`config.mk`:
```
export PLATFORM = sky130hd
export DESIGN_NAME = hf_result_encoder
export DESIGN_NICKNAME = d
export VERILOG_FILES = /design/src/rtl/hf_pkg.sv /design/src/rtl/hf_therm_enc.sv /design/src/rtl/hf_seq.sv /design/src/rtl/hf_result_encoder.sv
export SDC_FILE = /design/constraint.sdc
export NUM_CORES = 1
export LEC_CHECK = 0
export ABC_AREA = 0
export ABC_CLOCK_PERIOD_IN_PS = 2400
export BUFFER_PORTS_ARGS = -buffer_cell sky130_fd_sc_hd__buf_4
export CAP_MARGIN = 20
export CORE_ASPECT_RATIO = 0.8
export CORE_MARGIN = 4
export CORE_UTILIZATION = 50
export CTS_BUF_LIST = sky130_fd_sc_hd__clkbuf_4
export DETAILED_ROUTE_END_ITERATION = 8
export GPL_TIMING_DRIVEN = 1
export PLACE_DENSITY = 0.95
export SYNTH_ARGS = -nofsm -noshare
export SYNTH_HDL_FRONTEND = slang
export SYNTH_SLANG_ARGS = --single-unit
export TNS_END_PERCENT = 20
```
`constraint.sdc`:
```
create_clock -name clk -period 2.4 [get_ports clk]
set_input_delay 0 -clock clk [delete_from_list [all_inputs] [get_ports clk]]
set_output_delay 0 -clock clk [all_outputs]
set_load 0.005 [all_outputs]
```
`src/rtl/hf_pkg.sv`:
```
package hf_pkg;
  typedef enum logic [1:0] {
    HF_IDLE   = 2'd0,
    HF_COARSE = 2'd1,
    HF_FINE   = 2'd2,
    HF_DONE   = 2'd3
  } hf_state_e;
endpackage

```
`src/rtl/hf_therm_enc.sv`:
```
module hf_therm_enc #(
  parameter int unsigned NIB_W = 4
) (
  input  logic [(1<<NIB_W)-2:0] therm,
  output logic [NIB_W-1:0]      code
);
  localparam int unsigned THERM_W = (1 << NIB_W) - 1;

  // A comparator counts only if the one below it agrees (bubble rejection)
  logic [THERM_W-1:0] qual;
  assign qual[0] = therm[0];
  for (genvar g = 1; g < THERM_W; g++) begin : g_qual
    assign qual[g] = therm[g] & therm[g-1];
  end

  function automatic logic [NIB_W-1:0] top_index(input logic [THERM_W-1:0] q);
    logic [NIB_W-1:0] r;
    r = '0;
    for (int i = 0; i < THERM_W; i++) begin
      if (q[i]) r = NIB_W'(i + 1);
    end
    return r;
  endfunction

  assign code = top_index(qual);

  always_comb begin
    if (&therm) assert_full_scale_R2: assert (&code);
    if (therm == '0) assert_empty_R2: assert (code == '0);
  end
endmodule

```
`src/rtl/hf_seq.sv`:
```
module hf_seq
  import hf_pkg::*;
(
  input  logic clk,
  input  logic rst_n,
  input  logic start,
  input  logic coarse_vld,
  input  logic fine_vld,
  input  logic ovf_hit,
  output logic cap_coarse,
  output logic cap_fine,
  output logic busy,
  output logic done,
  output logic tap_vld
);
  hf_state_e state_q, state_d;

  assign cap_coarse = (state_q == HF_COARSE) && coarse_vld;
  assign cap_fine   = (state_q == HF_FINE) && fine_vld;

  always_comb begin
    state_d = state_q;
    unique case (state_q)
      HF_IDLE:   if (start) state_d = HF_COARSE;
      HF_COARSE: if (coarse_vld) state_d = ovf_hit ? HF_DONE : HF_FINE;
      HF_FINE:   if (fine_vld) state_d = HF_DONE;
      HF_DONE:   state_d = HF_IDLE;
      default:   state_d = HF_IDLE;
    endcase
  end

  always_ff @(posedge clk or negedge rst_n) begin
    if (!rst_n) state_q <= HF_IDLE;
    else        state_q <= state_d;
  end

  assign busy    = (state_q == HF_COARSE) || (state_q == HF_FINE);
  assign tap_vld = (state_q == HF_FINE);
  assign done    = (state_q == HF_DONE);

  assert_done_pulse_R5: assert property (@(posedge clk) disable iff (!rst_n)
    done |=> !done);
  assert_done_after_busy_R9: assert property (@(posedge clk) disable iff (!rst_n)
    done |-> $past(busy));
endmodule

```
`src/rtl/hf_result_encoder.sv`:
```
module hf_result_encoder #(
  parameter int unsigned NIB_W = 4
) (
  input  logic                   clk,
  input  logic                   rst_n,
  input  logic                   start,
  input  logic                   coarse_vld,
  input  logic [(1<<NIB_W)-2:0]  coarse_therm,
  input  logic                   top_cmp,
  input  logic                   fine_vld,
  input  logic [(1<<NIB_W)-2:0]  fine_therm,
  output logic [NIB_W-1:0]       tap_sel,
  output logic                   tap_vld,
  output logic                   busy,
  output logic                   done,
  output logic [2*NIB_W-1:0]     word,
  output logic                   ovf_n
);
  localparam int unsigned WORD_W = 2 * NIB_W;

  logic [NIB_W-1:0]  coarse_code, fine_code;
  logic              cap_coarse, cap_fine;
  logic [NIB_W-1:0]  hi_q;
  logic [WORD_W-1:0] word_q;
  logic              ovf_n_q;

  hf_therm_enc #(.NIB_W(NIB_W)) u_enc_coarse (.therm(coarse_therm), .code(coarse_code));
  hf_therm_enc #(.NIB_W(NIB_W)) u_enc_fine   (.therm(fine_therm),   .code(fine_code));

  hf_seq u_seq (
    .clk(clk), .rst_n(rst_n), .start(start),
    .coarse_vld(coarse_vld), .fine_vld(fine_vld), .ovf_hit(top_cmp),
    .cap_coarse(cap_coarse), .cap_fine(cap_fine),
    .busy(busy), .done(done), .tap_vld(tap_vld)
  );

  // Coarse nibble doubles as the ladder tap select for the residue phase
  always_ff @(posedge clk or negedge rst_n) begin
    if (!rst_n)          hi_q <= '0;
    else if (cap_coarse) hi_q <= coarse_code;
  end

  always_ff @(posedge clk or negedge rst_n) begin
    if (!rst_n) begin
      word_q  <= '0;
      ovf_n_q <= 1'b1;
    end else if (cap_coarse && top_cmp) begin
      word_q  <= '1;
      ovf_n_q <= 1'b0;
    end else if (cap_fine) begin
      word_q  <= {hi_q, fine_code};
      ovf_n_q <= 1'b1;
    end
  end

  assign tap_sel = hi_q;
  assign word    = word_q;
  assign ovf_n   = ovf_n_q;

  assert_ovf_saturates_R6: assert property (@(posedge clk) disable iff (!rst_n)
    !ovf_n |-> (word == '1));
  assert_word_hold_R8: assert property (@(posedge clk) disable iff (!rst_n)
    !done |-> ($stable(word) && $stable(ovf_n)));
  assert_tap_hold_R3: assert property (@(posedge clk) disable iff (!rst_n)
    (tap_vld && $past(tap_vld)) |-> $stable(tap_sel));
endmodule

```
==> metrics.md, run 1 <==
| Metric | Value |
|---|---|
| Distinct cells, synth | `31` |
| CP cell instances | `inv_1 > ha_1 > inv_1 > o221ai_1 > a2111oi_0 > a21oi_1` |
| GP Congestion | `0.852` |
| Clock root buffer | `clkbuf_4` |
| Slew Limit Fails | `0` |
| Setup violators final | `0` |
| PortBufs | `51` |
| Antenna Nets Post-Route | `0` |
| Number of global-route vias before repair | `1144` |
| Worst Tran Pin Value | `0.512 ns` |
| Global-route wire length before repair | `5080 um` |
| Register area share after synthesis | `37.3%` |
| 1st-pass router iterations | `4` |
| Placement Cell Area | `1420 um2` |
| Starting density of the core | `53.4%` |
| Outcome | `complete, no violations` |
| Design area | `1470 um2` |
| Gr ovfl total | `0` |
| CTS tree | `built` |
| Setup slack, reg-to-reg | `0.69 ns` |
| Reg2reg start | `u_seq.state_q[0]` |
| Syn_area_per_cell | `8.95 um2` |
| CTS buffer count | `3` |
| Nets | `210` |
| Final Hold Vio Count | `0` |
| Layout overhead on the synthesized area | `45.3%` |
| CP delay by family, top | `compound AO/OA/AOI/OAI gates` |
| Routed WL | `3190 um` |
| Worst R2R End | `u_seq.state_q[0]` |
| RSZ-0062 raised after global routing | `false` |
| Critical path arrival | `1.86 ns` |
| Initial antenna violation count | `0` |
| Fill count | `139` |
| WL/cell | `16.5 um` |
| Cell mode on critical path | `inv_1` |
| Clock Skew | `0.00400 ns` |
| # rows | `14` |
| Critical path depth in cells | `6` |
| Worst vdd ir | `0.632 mV` |
| Post-DP HPWL | `2620 um` |
| CP Launch Type | `register` |
| Crit path to | `u_seq.state_q[0]` |
| Min Tclk post-route | `1.71 ns` |
| Clock Tree Buf Depth | `2` |
| Syn Std Cell Area | `1010 um2` |
| Pwr dens | `866 nW/um2` |
| Lkg Pwr | `0.654 nW` |
| Worst skew pair latency | `0.29 ns` |
| Min-delay worst type | `in2reg` |
| Setup Fix Bufs, Post-CTS | `0` |
| Chip height | `48.2 um` |
| Crit Path Class | `reg2reg` |
| DR DRC count | `0` |
| CP bufs+invs | `2` |
| DR vias/cell | `6.05` |
| Fmax | `583 MHz` |
| All-layer global routing usage | `24.2%` |
| Initial DRC Count | `49` |
| Count of state elements after synthesis | `15` |
| Diode count | `0` |
| Crit. End Element | `register` |
| Synth Instances | `113` |
| Tcrit/Tclk final | `71.4%` |
| CP peak stage delay | `0.45 ns` |
| Critical path launch point | `u_seq.state_q[0]` |
| # H-tree levels | `1` |
| Commonest non-fill, non-tap cells in the layout | `buf_4 (51), o21ai_0 (16), nand2_1 (14), dfrtp_1 (14)` |
| Net Count, Synth | `153` |
| Via count | `1168` |
| Core Footprint | `1890 um2` |
| Full die area | `2810 um2` |
| Io pins | `52` |
| Worst slew margin | `65.0%` |
| Layout cells sized above 1 | `34.3%` |
| Die W | `58.3 um` |
| Cell depth of the worst flop-to-flop path | `6` |
| Crit-path slowest cell | `a2111oi_0` |
| Clock transition at the registers of the reported paths | `0.09 ns` |
| Clock Sinks | `15` |
| Synth Warn # | `0` |
| Setup_tns | `0 ns` |
| Crit-path max FO | `5` |
| Largest net degree at the start of global routing | `16` |
| Max cap viols | `0` |
| Critical Path RT | `2.55 ns` |
| Commonest non-fill, non-tap cell in the layout | `buf_4` |
## per-stage QoR
| step | setup slack, ns | instances | total power, mW | hold WS [ns] | util (%) |
|---|---|---|---|---|---|
| 2_1_floorplan | 0.927 | 113 | 0.765 | -0.296 | - |
| 3_3_place_gp | 0.882 | 187 | 1.06 | -0.142 | 75.0 |
| 3_5_place_dp | 0.789 | 187 | 1.11 | -0.135 | 75.0 |
| 4_1_cts | 0.781 | 193 | 1.27 | 0.0109 | 77.6 |
| 5_1_grt | 0.461 | 193 | 1.36 | 0.0148 | 77.6 |
| 6_report | 0.686 | 193 | 1.27 | 0.0208 | 77.6 |
## power by group
group	leakage [nW]	internal [mW]	switching, mW
Combinational	0.480	0.369	0.300
Clock	0.0184	0.0759	0.0809
Sequential	0.155	0.366	0.0803
## cell families after synthesis
kind of cell	Yosys count	synth area share (%)
DFF	15	37.3
and+or+nand+nor	30	14.1
buffers and inverters	5	1.98
muxes	4	4.58
adders and majority gates	4	4.95
AOI/OAI and AO/OA	55	37.1
## synth_stat cells
| cell type | n | area, um2 |
|---|---|---|
| a31oi_1 | 2 | 12.5 |
| ha_1 | 4 | 50.1 |
| a21oi_1 | 10 | 50.1 |
| o221ai_1 | 1 | 8.76 |
| o211ai_1 | 2 | 15.0 |
| o2bb2ai_1 | 1 | 8.76 |
| nor2_1 | 5 | 18.8 |
| and2_1 | 1 | 6.26 |
| a211oi_1 | 2 | 15.0 |
| nand2b_1 | 1 | 6.26 |
| o21ai_0 | 16 | 80.1 |
| a2111oi_0 | 1 | 8.76 |
| nor2b_1 | 2 | 12.5 |
| mux2_2 | 1 | 11.3 |
| nand2_1 | 14 | 52.6 |
| nand4b_1 | 1 | 8.76 |
| mux2_4 | 1 | 15.0 |
| a222oi_1 | 2 | 20.0 |
| dfstp_2 | 1 | 26.3 |
| a221oi_1 | 1 | 8.76 |
| nand3b_1 | 3 | 22.5 |
| o21a_1 | 2 | 15.0 |
| a21o_1 | 2 | 15.0 |
| mux2i_1 | 2 | 20.0 |
| o22a_1 | 10 | 87.6 |
| a221o_1 | 2 | 20.0 |
| buf_2 | 1 | 5.00 |
| inv_1 | 4 | 15.0 |
| o211a_1 | 1 | 10.0 |
| dfrtp_1 | 14 | 350 |
| nand3_1 | 3 | 15.0 |
## per-layer routing
layer	up-vias	GRT usage, %	wire, um
li1	554	-	-
met1	571	29.0	1330
met2	41	44.8	1650
met3	2	6.88	208
met4	0	4.17	4
met5	-	0	0
## registers in the layout (all words and copies together), names as in the netlist
register       count
word               8
tap_sel            4
u_seq.state_q      2
ovf_n              1
## final cells by class
cell class	count	area, um2	area share, %
clock buffer	4	30.0	2.04
multi-input combinational	93	614	41.8
timing repair buffer	53	403	27.4
sequential	15	377	25.6
tap	24	30.0	2.04
inverter	4	15.0	1.02
## how the worst min path moves through the flow
stage,from,endpoint,slack (ns),cells after the start
2_1_floorplan,rst_n,tap_sel[0],-0.30,0
3_3_place_gp,rst_n,word[2],-0.14,1
3_5_place_dp,rst_n,tap_sel[3],-0.13,1
4_1_cts,fine_vld,ovf_n,0.01,3
5_1_grt,fine_vld,ovf_n,0.01,3
6_report,fine_vld,ovf_n,0.02,3
## worst register-to-register path, delay by kind of cell (launching register included)
family          cells  cell delay, ns
compound gates      3            0.72
flops               1            0.40
fa+ha+maj           1            0.27
buf+inv             2            0.19
## what timing repair did
item | CTS | global route
hold endpoints to repair | 16 | 0
hold buffers | 2 | 0
resized for setup | 0 | 0
(Power assumes the default switching activity.)
==> run 2, diff against run 1 <==
--- a/config.mk
+++ b/config.mk
@@ -5,17 +5,17 @@
 export SDC_FILE = /design/constraint.sdc
 export NUM_CORES = 1
 export LEC_CHECK = 0
-export ABC_AREA = 0
-export ABC_CLOCK_PERIOD_IN_PS = 2400
+export ABC_AREA = 1
+export ABC_CLOCK_PERIOD_IN_PS = 1700
 export BUFFER_PORTS_ARGS = -buffer_cell sky130_fd_sc_hd__buf_4
 export CAP_MARGIN = 20
 export CORE_ASPECT_RATIO = 0.8
 export CORE_MARGIN = 4
-export CORE_UTILIZATION = 50
+export CORE_UTILIZATION = 46
 export CTS_BUF_LIST = sky130_fd_sc_hd__clkbuf_4
 export DETAILED_ROUTE_END_ITERATION = 8
 export GPL_TIMING_DRIVEN = 1
-export PLACE_DENSITY = 0.95
+export PLACE_DENSITY = 0.9
 export SYNTH_ARGS = -nofsm -noshare
 export SYNTH_HDL_FRONTEND = slang
 export SYNTH_SLANG_ARGS = --single-unit
==> constraint.sdc (replaced) <==
create_clock -name clk -period 1.7 [get_ports clk]
set_input_delay 0 -clock clk [delete_from_list [all_inputs] [get_ports clk]]
set_output_delay 0 -clock clk [all_outputs]
set_load 0.005 [all_outputs]
==> metrics.md, run 2 <==
| Metric | Value |
|---|---|
| Nets | `249` |
| Placed cells | `222` |
| Net Count, Synth | `187` |
| Setup_tns | `0 ns` |
| Slew Limit Fails | `0` |
| Count of state elements after synthesis | `15` |
| Hold WS | `0.0112 ns` |
| Setup violators final | `0` |
| Post-DP HPWL | `2410 um` |
| Synth Instances | `147` |
| Largest net degree at the start of global routing | `16` |
| Main synth FF type | `dfrtp_1` |
| Worst Tran Pin Value | `0.338 ns` |
| 1st-pass router iterations | `4` |
| Clock Skew | `0.00580 ns` |
| Gate power share | `53.3%` |
| Gr ovfl total | `0` |
| Fill count | `142` |
| Starting density of the core | `50.5%` |
| Critical Path RT | `1.90 ns` |
| WL/cell | `12.9 um` |
| Fraction of power spent switching nets | `39.5%` |
| Commonest non-fill, non-tap cell in the layout | `nand2_1` |
| Number of global-route vias before repair | `1098` |
| Top cell type's share of synthesized area | `35.4%` |
| Pwr dens | `1190 nW/um2` |
| Distinct cells, synth | `18` |
| P_sw | `0.713 mW` |
| Antenna Nets Post-Route | `0` |
| Register area share after synthesis | `38.0%` |
| Final Hold Vio Count | `0` |
| Global-route wire length before repair | `4700 um` |
| PortBufs | `51` |
| Clock Sinks | `15` |
| Syn_area_per_cell | `6.74 um2` |
| Post-synth EDFFs | `0` |
| Synth Warn # | `0` |
| Top post-synthesis cells by area | `dfrtp_1 (35%), nand2_1 (24%), inv_1 (6.1%), a21oi_1 (5.6%), nor2_1 (5.3%)` |
| Cell mode on critical path | `nand2_2` |
| Synth top cells by count | `nand2_1 (64), inv_1 (16), dfrtp_1 (14), nor2_1 (14), a21oi_1 (11)` |
| Fraction of registers with async set/reset | `100%` |
| Largest area contributor in the netlist | `dfrtp_1` |
| Post-route non-filler standard cell count | `232` |
| Setup slack, reg-to-reg | `0.10 ns` |
| Clock root buffer | `clkbuf_4` |
| Worst skew pair latency | `0.29 ns` |
| Crit-path max FO | `4` |
| CP Launch Type | `register` |
| Tcrit/Tclk final | `93.9%` |
| Max cap viols | `0` |
| Fmax | `626 MHz` |
| Most frequent cell after synthesis | `nand2_1` |
| CP cell instances | `buf_4 > ha_2 > nand2_2 > inv_2 > nand2_4 > a21oi_4 > nand2_2 > nor2_2 > nand2_1 > o21ai_1 > inv_1` |
| DR vias/cell | `4.96` |
| Core Footprint | `1960 um2` |
| Diode count | `0` |
| Worst vdd ir | `0.819 mV` |
| Routed WL | `2990 um` |
| CTS tree | `built` |
| All-layer global routing usage | `20.8%` |
| Via count | `1151` |
| DR DRC count | `0` |
| Commonest non-fill, non-tap cells in the layout | `nand2_1 (62), buf_4 (52), nor2_1 (14), dfrtp_1 (14), inv_1 (13)` |
| Die W | `59.9 um` |
| Full die area | `2970 um2` |
| Outcome | `complete, no violations` |
| Lkg Pwr | `0.813 nW` |
| Worst slew margin | `77.5%` |
| # H-tree levels | `1` |
| Io pins | `52` |
| CP delay by family, top | `flip-flops` |
| # rows | `14` |
| Min-delay worst type | `in2reg` |
| CP peak stage delay | `0.43 ns` |
| Critical path arrival | `1.79 ns` |
| Layout overhead on the synthesized area | `53.0%` |
| Min Tclk post-route | `1.60 ns` |
| Crit. End Element | `register` |
| Layout cells sized above 1 | `34.6%` |
| Clock Tree Buf Depth | `2` |
| Initial antenna violation count | `0` |
| CP bufs+invs | `3` |
| Crit Path Class | `reg2reg` |
| Clk pwr share | `11.8%` |
| GP Congestion | `0.788` |
| CTS buffer count | `3` |
| Largest register FFs | `8` |
| Initial DRC Count | `45` |
| Seq pwr share | `34.9%` |
| Clock transition at the registers of the reported paths | `0.10 ns` |
| Chip height | `49.5 um` |
| Syn Std Cell Area | `991 um2` |
| Internal power | `1.09 mW` |
| Crit-path slowest cell | `dfrtp_1` |
[run 2: stage by stage]
stage / util [%] / worst slack [ns] / power (mW) / instance area, um2
4_1_cts: 76.0 / 0.00661 / 1.76 / 1490
3_5_place_dp: 71.6 / 0.00122 / 1.52 / 1400
2_1_floorplan: - / 0.217 / 1.05 / 991
6_report: 77.3 / 0.104 / 1.81 / 1520
3_3_place_gp: 71.6 / 0.155 / 1.46 / 1400
5_1_grt: 77.3 / -0.0123 / 1.95 / 1520
[run 2: kinds of logic (layout without fill, tap and decap cells)]
family | after synthesis | after routing | share of synthesized area [%]
AND/OR/NAND/NOR | 82 | 82 | 32.1
adder cells (fa/ha/maj) | 4 | 4 | 5.05
AO/OA/AOI/OAI | 29 | 29 | 18.4
flip-flops | 15 | 15 | 38.0
buffers and inverters | 17 | 78 | 6.44
[run 2: layout make-up]
cell class / instances / area (um2) / share of cell area (%)
Clock buffer: 3 / 22.5 / 1.49
Clock inverter: 1 / 5.00 / 0.330
Inverter: 17 / 63.8 / 4.21
Multi-Input combinational cell: 115 / 578 / 38.1
Sequential cell: 15 / 377 / 24.8
Tap cell: 24 / 30.0 / 1.98
Timing Repair Buffer: 57 / 440 / 29.0
[run 2: per-layer routing]
layer  part of all wire (%)  vias to the layer above  global-route usage, %
met1                     39                      509                   24.0
met4                    1.8                        0                   8.49
met2                     53                       42                   36.2
li1                       -                      594                      -
met3                    6.5                        6                   4.70
met5                      0                        -                      0
[run 2: worst min-delay path: stages]
cell     delay [ns]
buf_4          0.12
nand2_4        0.08
a21oi_1        0.06
[run 2: worst paths after layout]
path	from	endpoint	cells past startpoint
min in group asynchronous	rst_n	word[0]	2
hold reg to reg	word[7]	word[7]	1
setup reg to reg	u_seq.state_q[1]	word[3]	11
hold / removal	coarse_vld	tap_sel[1]	3
max in group asynchronous	rst_n	ovf_n	2
setup / recovery	u_seq.state_q[1]	word[3]	11
[run 2: power by group through the flow]
stage / sequential (mW) / clock [mW] / combinational, mW
finish: 0.630 / 0.213 / 0.963
global route: 0.644 / 0.237 / 1.07
CTS: 0.616 / 0.217 / 0.930
detailed placement: 0.625 / 0 / 0.891
global placement: 0.610 / 0 / 0.849
floorplan: 0.609 / 0 / 0.440
[run 2: what timing repair did]
item / in CTS / in global routing
resized for setup: 1 / 9
endpoints found under the hold margin: 17 / 0
setup endpoints to repair: 1 / 4
buffers inserted: 1 / 0
hold buffers: 5 / 0
pin swaps: 0 / 0
==> run 3, diff against run 2 <==
--- a/config.mk
+++ b/config.mk
@@ -6,7 +6,7 @@
 export NUM_CORES = 1
 export LEC_CHECK = 0
 export ABC_AREA = 1
-export ABC_CLOCK_PERIOD_IN_PS = 1700
+export ABC_CLOCK_PERIOD_IN_PS = 1600
 export BUFFER_PORTS_ARGS = -buffer_cell sky130_fd_sc_hd__buf_4
 export CAP_MARGIN = 20
 export CORE_ASPECT_RATIO = 0.8
==> constraint.sdc (replaced) <==
create_clock -name clk -period 1.6 [get_ports clk]
set_input_delay 0 -clock clk [delete_from_list [all_inputs] [get_ports clk]]
set_output_delay 0 -clock clk [all_outputs]
set_load 0.005 [all_outputs]
==> metrics.md, run 3 (synthesis results as in run 2) <==
| Metric | Value |
|---|---|
| Outcome | `complete, no violations` |
| Highest routed layer | `met4` |
| Io pins | `52` |
| Clock Skew | `0.00674 ns` |
| Initial antenna violation count | `0` |
| WL/cell | `13.9 um` |
| Clock Tree Buf Depth | `2` |
| Worst R2R End | `word[3]` |
| All-layer global routing usage | `21.1%` |
| Worst slew margin | `76.4%` |
| Endpoint, Worst Hold | `ovf_n` |
| Initial DRC Count | `100` |
| Setup violators final | `0` |
| Design area | `1560 um2` |
| Worst Tran Pin Value | `0.354 ns` |
| PortBufs | `51` |
| Commonest non-fill, non-tap cell in the layout | `nand2_1` |
| Clock transition at the registers of the reported paths | `0.10 ns` |
| Die W | `59.9 um` |
| Largest net degree at the start of global routing | `16` |
| DR DRC count | `0` |
| Diode count | `0` |
| Crit-path max FO | `4` |
| DRT met1 WL | `1240 um` |
| Slew Limit Fails | `0` |
| Clock root buffer | `clkbuf_4` |
| # rows | `14` |
| CP bufs+invs | `2` |
| Core Footprint | `1960 um2` |
| Final Hold Vio Count | `0` |
| Full die area | `2970 um2` |
| CP delay by family, top | `simple AND/OR/NAND/NOR gates` |
| Worst vdd ir | `0.857 mV` |
| DR vias/cell | `5.19` |
| 1st-pass router iterations | `6` |
| Placement Cell Area | `1420 um2` |
| Largest register FFs | `8` |
| Placement Setup Slack | `0.00372 ns` |
| CP Launch Type | `register` |
| Critical path arrival | `1.73 ns` |
| Min-delay worst type | `in2reg` |
| Tcrit/Tclk final | `96.8%` |
| Nets | `252` |
| Antenna Nets Post-Route | `0` |
| Crit-path slowest cell | `dfrtp_1` |
| Min-Delay Startpoint | `top_cmp` |
| Min Tclk post-route | `1.55 ns` |
| Post-DP HPWL | `2280 um` |
| # H-tree levels | `1` |
| Via count | `1219` |
| Setup slack, reg-to-reg | `0.05 ns` |
| CP peak stage delay | `0.44 ns` |
| Crit. End Element | `register` |
| Crit Path Class | `reg2reg` |
| Layout cells sized above 1 | `37.0%` |
| Met2 Wirelength | `1630 um` |
| DR WL met3 | `285 um` |
| Critical Path RT | `1.78 ns` |
| Pwr dens | `1330 nW/um2` |
| Global-route wire length before repair | `4840 um` |
| Gr ovfl total | `0` |
| Fmax | `646 MHz` |
| Critical path depth in cells | `11` |
| Routed WL | `3260 um` |
| Starting density of the core | `50.5%` |
| Layout overhead on the synthesized area | `57.4%` |
| Post-route worst setup slack | `0.0518 ns` |
| CP cell instances | `ha_4 > nand2_4 > inv_2 > nand2_4 > nand2_4 > a21oi_4 > nand2_2 > nor2_2 > nand2_1 > o21ai_1 > inv_1` |
| Commonest non-fill, non-tap cells in the layout | `nand2_1 (63), buf_4 (58), nor2_1 (14), dfrtp_1 (14), inv_1 (13)` |
| CTS tree | `built` |
| Max cap viols | `0` |
| Reg2reg start | `u_seq.state_q[0]` |
| Cell depth of the worst flop-to-flop path | `11` |
| Hold Path Stages | `4` |
| Lkg Pwr | `0.842 nW` |
| Clock Sinks | `15` |
| Number of global-route vias before repair | `1140` |
| CTS buffer count | `3` |
| Cell mode on critical path | `nand2_4` |
| Chip height | `49.5 um` |
| Worst skew pair latency | `0.29 ns` |
| GP Congestion | `0.793` |
[run 3: cell count changes in the layout (fill, tap and decap cells not counted), moves of 2 or more]
cell,before,now
dlygate4sd3_1,5,2
buf_4,52,58
ha_2,2,0
nand2_2,3,1
ha_4,0,2
[run 3: cell type report]
class / count / area, um2
Multi-Input combinational cell: 115 / 604
Timing Repair Buffer: 60 / 455
Fill cell: 138 / 402
Sequential cell: 15 / 377
Inverter: 17 / 63.8
Clock buffer: 4 / 30.0
Tap cell: 24 / 30.0
[run 3: power by group]
part | switching [mW] | internal (mW)
clock | 0.130 | 0.114
sequential | 0.122 | 0.542
combinational | 0.559 | 0.605
total | 0.811 | 1.26
[run 3: timing repair]
item,CTS,global route
hold endpoints to repair,15,1
endpoints found under the setup margin,1,5
setup buffers,2,3
pin swaps,1,2
hold buffers,1,1
gates resized for setup,0,13
[run 3: worst max path at each step]
stage / from / endpoint / slack, ns
after floorplan: u_seq.state_q[1] / word[3] / 0.12
after global placement: u_seq.state_q[0] / word[3] / 0.09
after detailed placement: u_seq.state_q[1] / word[3] / 0.004
after CTS: u_seq.state_q[1] / word[3] / 0.007
after global routing: u_seq.state_q[0] / u_seq.state_q[0] / -0.03
final: u_seq.state_q[0] / word[3] / 0.05
[run 3: stage by stage]
stage	hold WS [ns]	utilization, %	TNS, ns	total power, mW	std cells
finish	0.0113	79.5	0	2.07	235
global route	0.0132	79.5	-0.0440	2.21	235
CTS	0.00767	75.1	0	1.89	231
detailed placement	-0.134	72.3	0	1.64	224
global placement	-0.141	72.3	0	1.59	224
floorplan	-0.296	-	0	1.12	147
[run 3: layer usage]
| layer | vias up | GRT usage, % |
|---|---|---|
| li1 | 596 | - |
| met1 | 543 | 24.1 |
| met2 | 70 | 39.2 |
| met3 | 10 | 3.66 |
| met4 | 0 | 5.54 |
| met5 | - | 0 |
[run 3: worst min-delay path, delay by kind of cell]
kind / cells / cell delay, ns
buffers and inverters: 2 / 0.15
AND/OR/NAND/NOR: 1 / 0.07
AO/OA/AOI/OAI: 1 / 0.09
